File: src/rtl/vws_pkg.sv
package vws_pkg;

    typedef enum logic [1:0] {
        POL_FIFO = 2'd0,
        POL_LRU  = 2'd1,
        POL_LFU  = 2'd2,
        POL_ALT  = 2'd3
    } policy_e;

    typedef enum logic [1:0] {
        EV_HIT   = 2'd0,
        EV_FILL  = 2'd1,
        EV_INVAL = 2'd2,
        EV_NOP   = 2'd3
    } event_e;

    // Returns 1 when the way count is one the block supports.
    function automatic bit ways_supported(input int n);
        return (n == 2) || (n == 4) || (n == 6);
    endfunction

endpackage

File: src/rtl/vws_rank_tracker.sv
module vws_rank_tracker #(
    parameter  int NUM_SETS = 16,
    parameter  int NUM_WAYS = 4,
    localparam int SET_W    = $clog2(NUM_SETS),
    localparam int WAY_W    = $clog2(NUM_WAYS),
    localparam int RANK_W   = $clog2(NUM_WAYS)
) (
    input  logic                             clk,
    input  logic                             rst,
    input  logic                             touch_en,
    input  logic [SET_W-1:0]                 touch_set,
    input  logic [WAY_W-1:0]                 touch_way,
    input  logic [SET_W-1:0]                 rd_set,
    output logic [NUM_WAYS-1:0][RANK_W-1:0]  rd_ranks
);

    localparam logic [RANK_W-1:0] NEWEST = RANK_W'(NUM_WAYS - 1);

    logic [RANK_W-1:0] rank_q [NUM_SETS][NUM_WAYS];
    logic [RANK_W-1:0] touched_rank;
    logic [NUM_WAYS-1:0] oldest_vec;

    always_comb begin
        touched_rank = '0;
        for (int w = 0; w < NUM_WAYS; w++) begin
            if (WAY_W'(w) == touch_way) touched_rank = rank_q[touch_set][w];
        end
    end

    // Touched way becomes newest; ways that were younger move one step older.
    always_ff @(posedge clk) begin
        if (rst) begin
            for (int s = 0; s < NUM_SETS; s++) begin
                for (int w = 0; w < NUM_WAYS; w++) begin
                    rank_q[s][w] <= RANK_W'(w);
                end
            end
        end else if (touch_en) begin
            for (int w = 0; w < NUM_WAYS; w++) begin
                if (WAY_W'(w) == touch_way) begin
                    rank_q[touch_set][w] <= NEWEST;
                end else if (rank_q[touch_set][w] > touched_rank) begin
                    rank_q[touch_set][w] <= rank_q[touch_set][w] - RANK_W'(1);
                end
            end
        end
    end

    for (genvar g = 0; g < NUM_WAYS; g++) begin : g_rd
        assign rd_ranks[g]   = rank_q[rd_set][g];
        assign oldest_vec[g] = (rank_q[rd_set][g] == '0);
    end

    // a touched way reads as newest right after the edge that took it
    p_touch_newest_r10: assert property (@(posedge clk) disable iff (rst)
        touch_en |=> (rank_q[$past(touch_set)][$past(touch_way)] == NEWEST));

    // exactly one way of the read set holds the oldest rank
    p_single_oldest_r2: assert property (@(posedge clk) disable iff (rst)
        $countones(oldest_vec) == 1);

endmodule

File: src/rtl/vws_lfu_bank.sv
module vws_lfu_bank
    import vws_pkg::*;
#(
    parameter  int NUM_SETS = 16,
    parameter  int NUM_WAYS = 4,
    parameter  int CNT_W    = 3,
    localparam int SET_W    = $clog2(NUM_SETS),
    localparam int WAY_W    = $clog2(NUM_WAYS)
) (
    input  logic                            clk,
    input  logic                            rst,
    input  logic                            ev_en,
    input  logic [1:0]                      ev_kind,
    input  logic [SET_W-1:0]                ev_set,
    input  logic [WAY_W-1:0]                ev_way,
    input  logic [SET_W-1:0]                rd_set,
    output logic [NUM_WAYS-1:0][CNT_W-1:0]  rd_cnts
);

    localparam logic [CNT_W-1:0] CNT_MAX  = '1;
    localparam logic [CNT_W-1:0] CNT_HALF = (CNT_MAX >> 1) + CNT_W'(1);

    logic [CNT_W-1:0] cnt_q [NUM_SETS][NUM_WAYS];
    logic [CNT_W-1:0] cur_cnt;
    logic             at_max;

    always_comb begin
        cur_cnt = '0;
        for (int w = 0; w < NUM_WAYS; w++) begin
            if (WAY_W'(w) == ev_way) cur_cnt = cnt_q[ev_set][w];
        end
        at_max = (cur_cnt == CNT_MAX);
    end

    always_ff @(posedge clk) begin
        if (rst) begin
            for (int s = 0; s < NUM_SETS; s++) begin
                for (int w = 0; w < NUM_WAYS; w++) begin
                    cnt_q[s][w] <= '0;
                end
            end
        end else if (ev_en) begin
            for (int w = 0; w < NUM_WAYS; w++) begin
                unique case (ev_kind)
                    EV_HIT: begin
                        if (at_max) begin
                            cnt_q[ev_set][w] <= (WAY_W'(w) == ev_way) ? CNT_HALF
                                                                      : (cnt_q[ev_set][w] >> 1);
                        end else if (WAY_W'(w) == ev_way) begin
                            cnt_q[ev_set][w] <= cnt_q[ev_set][w] + CNT_W'(1);
                        end
                    end
                    EV_FILL:  if (WAY_W'(w) == ev_way) cnt_q[ev_set][w] <= CNT_W'(1);
                    EV_INVAL: if (WAY_W'(w) == ev_way) cnt_q[ev_set][w] <= '0;
                    default: ;
                endcase
            end
        end
    end

    for (genvar g = 0; g < NUM_WAYS; g++) begin : g_rd
        assign rd_cnts[g] = cnt_q[rd_set][g];
    end

    // a fill leaves the count at one
    p_fill_one_r5: assert property (@(posedge clk) disable iff (rst)
        (ev_en && ev_kind == EV_FILL) |=> (cnt_q[$past(ev_set)][$past(ev_way)] == CNT_W'(1)));

    // an invalidate leaves the count at zero
    p_inval_zero_r6: assert property (@(posedge clk) disable iff (rst)
        (ev_en && ev_kind == EV_INVAL) |=> (cnt_q[$past(ev_set)][$past(ev_way)] == '0));

    // a hit never leaves its way at zero (no wrap)
    p_no_wrap_r7: assert property (@(posedge clk) disable iff (rst)
        (ev_en && ev_kind == EV_HIT) |=> (cnt_q[$past(ev_set)][$past(ev_way)] != '0));

endmodule

File: src/rtl/vws_victim_pick.sv
module vws_victim_pick
    import vws_pkg::*;
#(
    parameter  int NUM_WAYS = 4,
    parameter  int CNT_W    = 3,
    localparam int WAY_W    = $clog2(NUM_WAYS),
    localparam int RANK_W   = $clog2(NUM_WAYS)
) (
    input  logic [1:0]                       policy,
    input  logic [NUM_WAYS-1:0]              valid,
    input  logic [NUM_WAYS-1:0][RANK_W-1:0]  load_ranks,
    input  logic [NUM_WAYS-1:0][RANK_W-1:0]  use_ranks,
    input  logic [NUM_WAYS-1:0][CNT_W-1:0]   cnts,
    output logic [WAY_W-1:0]                 victim
);

    logic             any_free;
    logic [WAY_W-1:0] free_way;
    logic [WAY_W-1:0] load_way;
    logic [WAY_W-1:0] use_way;
    logic [WAY_W-1:0] lfu_way;
    logic [CNT_W-1:0] best_cnt;

    always_comb begin
        any_free = ~&valid;
        free_way = '0;
        for (int w = NUM_WAYS - 1; w >= 0; w--) begin
            if (!valid[w]) free_way = WAY_W'(w);
        end

        load_way = '0;
        use_way  = '0;
        for (int w = 0; w < NUM_WAYS; w++) begin
            if (load_ranks[w] == '0) load_way = WAY_W'(w);
            if (use_ranks[w]  == '0) use_way  = WAY_W'(w);
        end

        lfu_way  = '0;
        best_cnt = cnts[0];
        for (int w = 1; w < NUM_WAYS; w++) begin
            if (cnts[w] < best_cnt) begin
                best_cnt = cnts[w];
                lfu_way  = WAY_W'(w);
            end
        end

        if (any_free) begin
            victim = free_way;
        end else begin
            unique case (policy)
                POL_FIFO: victim = load_way;
                POL_LFU:  victim = lfu_way;
                default:  victim = use_way;
            endcase
        end
    end

endmodule

File: src/rtl/victim_way_sel.sv
module victim_way_sel
    import vws_pkg::*;
#(
    parameter  int NUM_SETS = 16,
    parameter  int NUM_WAYS = 4,
    parameter  int CNT_W    = 3,
    localparam int SET_W    = $clog2(NUM_SETS),
    localparam int WAY_W    = $clog2(NUM_WAYS),
    localparam int RANK_W   = $clog2(NUM_WAYS)
) (
    input  logic                 clk,
    input  logic                 rst,
    input  logic [1:0]           policy_i,
    input  logic                 evt_valid_i,
    input  logic [1:0]           evt_kind_i,
    input  logic [SET_W-1:0]     evt_set_i,
    input  logic [WAY_W-1:0]     evt_way_i,
    input  logic [SET_W-1:0]     req_set_i,
    input  logic [NUM_WAYS-1:0]  req_valid_i,
    output logic [WAY_W-1:0]     victim_way_o
);

    initial begin
        if (!ways_supported(NUM_WAYS)) $error("NUM_WAYS must be 2, 4 or 6");
    end

    logic evt_ok;
    logic load_touch;
    logic use_touch;

    logic [NUM_WAYS-1:0][RANK_W-1:0] load_ranks;
    logic [NUM_WAYS-1:0][RANK_W-1:0] use_ranks;
    logic [NUM_WAYS-1:0][CNT_W-1:0]  cnts;
    logic [NUM_WAYS-1:0]             below_victim;

    assign evt_ok     = evt_valid_i && (int'(evt_way_i) < NUM_WAYS);
    assign load_touch = evt_ok && (evt_kind_i == EV_FILL);
    assign use_touch  = evt_ok && ((evt_kind_i == EV_FILL) || (evt_kind_i == EV_HIT));

    vws_rank_tracker #(.NUM_SETS(NUM_SETS), .NUM_WAYS(NUM_WAYS)) load_order_i (
        .clk       (clk),
        .rst       (rst),
        .touch_en  (load_touch),
        .touch_set (evt_set_i),
        .touch_way (evt_way_i),
        .rd_set    (req_set_i),
        .rd_ranks  (load_ranks)
    );

    vws_rank_tracker #(.NUM_SETS(NUM_SETS), .NUM_WAYS(NUM_WAYS)) use_order_i (
        .clk       (clk),
        .rst       (rst),
        .touch_en  (use_touch),
        .touch_set (evt_set_i),
        .touch_way (evt_way_i),
        .rd_set    (req_set_i),
        .rd_ranks  (use_ranks)
    );

    vws_lfu_bank #(.NUM_SETS(NUM_SETS), .NUM_WAYS(NUM_WAYS), .CNT_W(CNT_W)) use_count_i (
        .clk     (clk),
        .rst     (rst),
        .ev_en   (evt_ok),
        .ev_kind (evt_kind_i),
        .ev_set  (evt_set_i),
        .ev_way  (evt_way_i),
        .rd_set  (req_set_i),
        .rd_cnts (cnts)
    );

    vws_victim_pick #(.NUM_WAYS(NUM_WAYS), .CNT_W(CNT_W)) pick_i (
        .policy     (policy_i),
        .valid      (req_valid_i),
        .load_ranks (load_ranks),
        .use_ranks  (use_ranks),
        .cnts       (cnts),
        .victim     (victim_way_o)
    );

    for (genvar g = 0; g < NUM_WAYS; g++) begin : g_below
        assign below_victim[g] = (WAY_W'(g) < victim_way_o);
    end

    // a free way is chosen when one exists
    p_free_chosen_r1: assert property (@(posedge clk) disable iff (rst)
        (~&req_valid_i) |-> !req_valid_i[victim_way_o]);

    // every way below the chosen free way is occupied
    p_lowest_free_r1: assert property (@(posedge clk) disable iff (rst)
        (~&req_valid_i) |-> ((req_valid_i & below_victim) == below_victim));

    // the output always names an existing way
    p_victim_range_r10: assert property (@(posedge clk) disable iff (rst)
        int'(victim_way_o) < NUM_WAYS);

    // with the state and request held, the output moves only when the policy moves
    p_policy_only_r11: assert property (@(posedge clk) disable iff (rst)
        ($past(!evt_valid_i) && $stable(req_set_i) && $stable(req_valid_i) && $stable(policy_i))
            |-> $stable(victim_way_o));

endmodule

File: config.mk
export PLATFORM = sky130hd
export DESIGN_NAME = victim_way_sel
export DESIGN_NICKNAME = d
export VERILOG_FILES = /design/src/rtl/vws_pkg.sv /design/src/rtl/vws_rank_tracker.sv /design/src/rtl/vws_lfu_bank.sv /design/src/rtl/vws_victim_pick.sv /design/src/rtl/victim_way_sel.sv
export SDC_FILE = /design/constraint.sdc
export NUM_CORES = 1
export LEC_CHECK = 0
export ABC_CLOCK_PERIOD_IN_PS = 15700
export BUFFER_PORTS_ARGS = -buffer_cell sky130_fd_sc_hd__buf_2
export CAP_MARGIN = 20
export CORE_ASPECT_RATIO = 1.4
export CORE_MARGIN = 2
export CORE_UTILIZATION = 60
export DETAILED_ROUTE_END_ITERATION = 8
export GPL_ROUTABILITY_DRIVEN = 0
export PLACE_DENSITY = 0.79
export SLEW_MARGIN = 20
export SYNTH_ARGS = -nofsm -noshare
export SYNTH_HDL_FRONTEND = slang
export SYNTH_SLANG_ARGS = --single-unit
File: constraint.sdc
create_clock -name clk -period 15.7 [get_ports clk]
set_input_delay 2.355 -clock clk [delete_from_list [all_inputs] [get_ports clk]]
set_output_delay 2.355 -clock clk [all_outputs]
set_load 0.05 [all_outputs]
== Word level (Yosys, flattened, before mapping) ==
Memory sizes are Yosys's and may differ from the RTL's.
Index checks and enable logic that the tools add are counted.
Widths: inputs -> output; s select.

* Register bits after elaboration: 0
* Bits in writable memories: 448
* Memories: 3
* Logic and storage cells: 258
* Output and inout port bits: 2
* Input bits: 21

{| class="wikitable"
|+ Memory list
! memory !! words !! bits a word !! read ports !! clocked after Yosys merged registers in !! wr ports !! RTL line !! RTL
|-
| use_count_i.cnt_q || 16 || 12 || 2 || 0 || 16 || vws_lfu_bank.sv:23 || <nowiki>logic [CNT_W-1:0] cnt_q [NUM_SETS][NUM_WAYS];</nowiki>
|-
| load_order_i.rank_q || 16 || 8 || 2 || 0 || 16 || vws_rank_tracker.sv:19 || <nowiki>logic [RANK_W-1:0] rank_q [NUM_SETS][NUM_WAYS];</nowiki>
|-
| use_order_i.rank_q || 16 || 8 || 2 || 0 || 16 || vws_rank_tracker.sv:19 ||
|}

* Bitwise gates (word level): 20
* Mux-type cells: 189
* Eq/ne operators: 7
* Magnitude comparators: 11
* Reductions and logical operators: 16
* Add/sub/neg operators: 12

{| class="wikitable"
|+ Operators by type and width
! cell !! number
|-
| $mux 1 || 130
|-
| $mux 3 || 22
|-
| $mux 2 || 27
|-
| $mux 4 || 6
|-
| $or 1x1->1 || 20
|-
| $logic_not 2->1 || 9
|-
| $gt 2x2->1 || 8
|-
| $mux 8 || 2
|-
| $reduce_or 8->1 || 2
|-
| $sub 2x1->2 const B || 8
|-
| $add 3x1->3 const B || 4
|-
| $mux 12 || 1
|-
| $reduce_or 12->1 || 1
|-
| $lt 3x3->1 || 3
|-
| $eq 2x2->1 const A || 2
|-
| $eq 2x2->1 const B || 2
|-
| $pmux 2 s2 || 1
|-
| $reduce_and 4->1 || 1
|-
| $eq 3x3->1 const B || 1
|-
| $eq 1x2->1 const A || 1
|-
| $eq 2x1->1 const B || 1
|-
| $logic_and 1x1->1 || 2
|-
| $logic_or 1x1->1 || 1
|}

== Logic depth before layout (Yosys ltp) ==
* Word-level depth: 16
* Mapped depth: 26
* Gate-level depth less buffers: 22

== Modules after synthesis ==
Synthesis repeated with hierarchy kept, for this count alone.

* Cell total of the unflattened synthesis: 2109
* Area total of the unflattened synthesis: 28090.7 um^2

{| class="wikitable"
|+ By module, submodules not included
! module !! cells an instance !! seq. area each (um^2) !! times used !! area each (um^2)
|-
| vws_lfu_bank || 862 || 5765.5 || 1 || 11827.6
|-
| vws_rank_tracker at use_order_i || 593 || 3843.7 || 1 || 7993.9
|-
| vws_rank_tracker at load_order_i || 593 || 3843.7 || 1 || 7846.3
|-
| vws_victim_pick || 59 || 0.0 || 1 || 407.9
|-
| victim_way_sel || 2 || 0.0 || 1 || 15.0
|}

== Least setup slack after synthesis ==
No wires, ideal clock.

* Kind: input to output
* Start point: in req_set_i[0]
* End point: out victim_way_o[0]
* Arrival time: 9.246 ns
* Buffers on the path: 5
* Required time: 13.345 ns
* Stages on the path: 25
* Path slack: 4.099 ns
* Cell sequence: buf_2 buf_2 buf_2 buf_2 buf_2 mux4_2 mux4_2 ha_1 a21oi_1 o21ai_0 mux2i_1 ha_1 a21o_1 or3_1 o32ai_1 a311oi_1 or3_1 a21o_1 ha_1 a211oi_1 o21ai_0 a211o_1 o32ai_1 o21ba_1 a211oi_1

* Word-level cells in the longest chain between the ends: 9
* Elaborated cells on any way between the ends: 25
* Classes of those cells: 3 x order compare; 13 x mux; 6 x reduce/logical; 3 x memory

{| class="wikitable"
|+ RTL lines
! item !! RTL line !! RTL
|-
| start, declared || victim_way_sel.sv:18 || <nowiki>input logic [SET_W-1:0] req_set_i,</nowiki>
|-
| $mem_v2 16x12 || -- ||
|-
| $lt 3x3->1 || vws_victim_pick.sv:41 || <nowiki>if (cnts[w] < best_cnt) begin</nowiki>
|-
| $mux 3 || vws_victim_pick.sv:41 ||
|-
| $lt 3x3->1 || vws_victim_pick.sv:41 ||
|-
| $mux 3 || vws_victim_pick.sv:41 ||
|-
| $lt 3x3->1 || vws_victim_pick.sv:41 ||
|-
| $mux 2 || vws_victim_pick.sv:41 ||
|-
| $pmux 2 s2 * || vws_victim_pick.sv:50 || <nowiki>unique case (policy)</nowiki>
|-
| $mux 2 * || vws_victim_pick.sv:47 || <nowiki>if (any_free) begin</nowiki>
|-
| end, declared || victim_way_sel.sv:20 || <nowiki>output logic [WAY_W-1:0] victim_way_o</nowiki>
|}

Mark *: on every way between the ends. The rest lies on a longest branch, timed or not.

== Worst setup path in the final report ==
* Start point: in req_set_i[0]
* End point: out victim_way_o[1]

Same word-level chain as after synthesis.

==> results.ini <==
[floorplanning]
placementRows = 88
io_pins = 23
design.die.area_mm2 = 0.0435
die_y_um = 246
die_w_um = 177
coreArea_mm2 = 0.0413
start_util_pct = 60.7

[detailed_routing]
drc = 0
routed_wl_um = 75200
antenna_left = 0
drtPass1Iterations = 8
vias = 18447
drt_iter0_markers = 2576
routed_via_density = 7.34
wire_per_inst_um = 29.9

[cts]
cts-root-buf = clkbuf_16
cts_buffer_depth = 3
post_cts_buffers = 0
clk_latency_ns = 0.56
clock_sinks = 448
cts_tree = yes
cts-htree-levels = 2
numCtsBuffers = 41
cts.reportedPaths.clkPinSlew_ns = 0.07
cts_resized = 0
hold_buffers = 0

[power_and_ir_drop]
power_frac_seq_pct = 50.4
internal-power_w = 0.00203
peakVddDrop_mv = 0.0984
switching_power_w = 0.000673
comb_power_share_pct = 12.1
p_sw_share_pct = 24.9
power.density_mw_per_mm2 = 101
pwr-share-clk_pct = 37.5
leakage_nw = 8.55

[synth]
synth_edf_count = 448
synthArstFlopShare_pct = 0
yosys_warnings = 0
ys.flop_type = edfxtp_1
ys_seq_area_share_pct = 53.6
synth_cells = 2018
synth.cell_area_mm2 = 0.0251
syn_nets = 2067
yosysUniqueCellTypes = 67
syn_area_per_cell_um2 = 12.4
ys_ff_latch = 448

[placed_design]
dpl.hpwl_um = 50000
portBuffers = 22
dp_cells = 2436
dp_worst_setup_slack_ns = 4.01

[layout]
syn2layout_area_growth_pct = 6.99
layout_common_cells = edfxtp_1 (448), nor2_1 (306), nand2_1 (214)
final_common_cell = edfxtp_1
drive_gt1_share_pct = 19.1
nets = 1990
final_cells = 2514

[setup_path]
path_cells = buf_4 -> buf_4 -> mux4_2 -> mux4_2 -> ha_1 -> a21oi_1 -> o21ai_0 -> mux2i_1 -> ha_1 -> a21o_1 -> or3_1 -> o32ai_1 -> a311oi_1 -> or3_1 -> a21o_1 -> ha_1 -> a211oi_1 -> o21ai_0 -> a211o_1 -> o32ai_1 -> o21ai_0 -> a31oi_1 -> buf_2
crit_path_max_fanout = 57
cp_data_required_time_ns = 13.35
worstPathArrival_ns = 9.51
end_kind = primary output
cpLargestDelayFamily = compound AO/OA/AOI/OAI gates
cp.buffers_inverters = 3
crit_type = in2out
critPathMaxStageDelay_ns = 0.74
slowest_stage = buf_4
start_kind = primary input

[sta]
skew_ns = 0.0184
worst_pin_slew_ns = 1.26
setup_viol = 0
fin_tns_setup_ns = 0
min_period_over_period_pct = 75.6
drv_slew = 0
fmax_ghz = 0.0843
relSlewSlack_pct = 15.8
min_period_ns = 11.87
final.setup.worst_slack_ns = 3.83
hold_viol_final = 0
rsz0062_at_grt = no

[hold_path]
hold_class = reg2reg

[grt]
grt_pass1_vias = 18777
overflow = 0
track_usage_pct = 35.4
antenna_found_initial = 5
grt_pass1_wl_um = 112000
grt_max_degree = 98

[run]
maxCapViolCount = 0

[outcome]
status = complete, no violations

-- synth_stat cells (all sizes together), types with 13 or more instances --
master | n | area (µm²)
o21ai | 20 | 111
edfxtp | 448 | 13500
a21oi | 29 | 145
o21bai | 96 | 721
a22oi | 24 | 180
inv | 22 | 82.6
nand3 | 22 | 110
buf | 84 | 455
nor3 | 133 | 666
ha | 28 | 350
nand2b | 25 | 156
nor2 | 320 | 1210
nor2b | 17 | 106
nand2 | 215 | 807
mux4 | 183 | 4120
mux2 | 13 | 146
a21o | 84 | 631
a211oi | 21 | 158
clkbuf | 105 | 395
-- power by group through the flow --
stage / Clock, W / Combinational, W / Sequential, W
floorplan: 0 / 0.000231 / 0.00138
global placement: 0 / 0.000303 / 0.00138
detailed placement: 0 / 0.000314 / 0.00139
CTS: 0.00101 / 0.000316 / 0.00136
global route: 0.00105 / 0.000343 / 0.00136
finish: 0.00101 / 0.000327 / 0.00136
-- layer usage --
layer,GRT usage (%),wire length (µm),vias up
met3,8.52,9250,402
met5,0,12,-
met1,41.6,23300,9016
met2,56.3,35800,1510
met4,26.9,6810,2
li1,-,-,7517
-- registers in the layout, summed over array words and instances, names as in the netlist --
register and count:
use_order_i.rank_q 128, use_count_i.cnt_q 192, load_order_i.rank_q 128
-- per-stage QoR --
stage	area, µm²	hold slack [ns]	util (%)	total power, W
3_5_place_dp	25500	1.31	61.7	0.00170
2_1_floorplan	25100	1.05	-	0.00161
4_1_cts	26800	1.33	64.8	0.00268
6_report	26800	1.35	65.0	0.00270
3_3_place_gp	25400	1.30	61.6	0.00169
5_1_grt	26800	1.38	65.0	0.00275
-- cell type report --
| cell class | instances | area [µm²] |
|---|---|---|
| Fill cell | 2982 | 14500 |
| Sequential cell | 448 | 13500 |
| Multi-Input combinational cell | 1359 | 10800 |
| Clock buffer | 46 | 1040 |
| Tap cell | 540 | 676 |
| Timing Repair Buffer | 69 | 507 |
| Clock inverter | 25 | 258 |
| Inverter | 22 | 82.6 |
| Antenna cell | 5 | 12.5 |
-- worst register-to-register path: cells and delay by family, from the launching register on --
family	cells	cell delay [ns]
multiplexers	3	1.69
AO/OA/AOI/OAI	2	1.51
AND/OR/NAND/NOR	2	0.88
flip-flops	1	0.46
adder cells (fa/ha/maj)	1	0.33
-- cell families (layout without fill, tap and decap cells) --
logic type,Yosys count,count (layout),synth area share (%)
and+or+nand+nor,772,772,13.3
DFF,448,448,53.6
AOI/OAI and AO/OA,340,340,10.0
buffers and inverters,211,162,3.72
muxes,207,207,17.5
adders and majority gates,28,28,1.40
xor gates and xnor gates,12,12,0.419
other,0,5,0
-- worst paths after layout --
kind	slack (ns)	start	cells past startpoint	to
max reg2reg	10.65	use_order_i.rank_q[13][4]	8	use_order_i.rank_q[8][5]
min	1.35	use_order_i.rank_q[1][2]	5	use_order_i.rank_q[9][3]
max	3.83	req_set_i[0]	23	victim_way_o[1]
min reg2reg	1.35	use_order_i.rank_q[1][2]	5	use_order_i.rank_q[9][3]
Note: power is estimated with default switching activity, not from simulation.
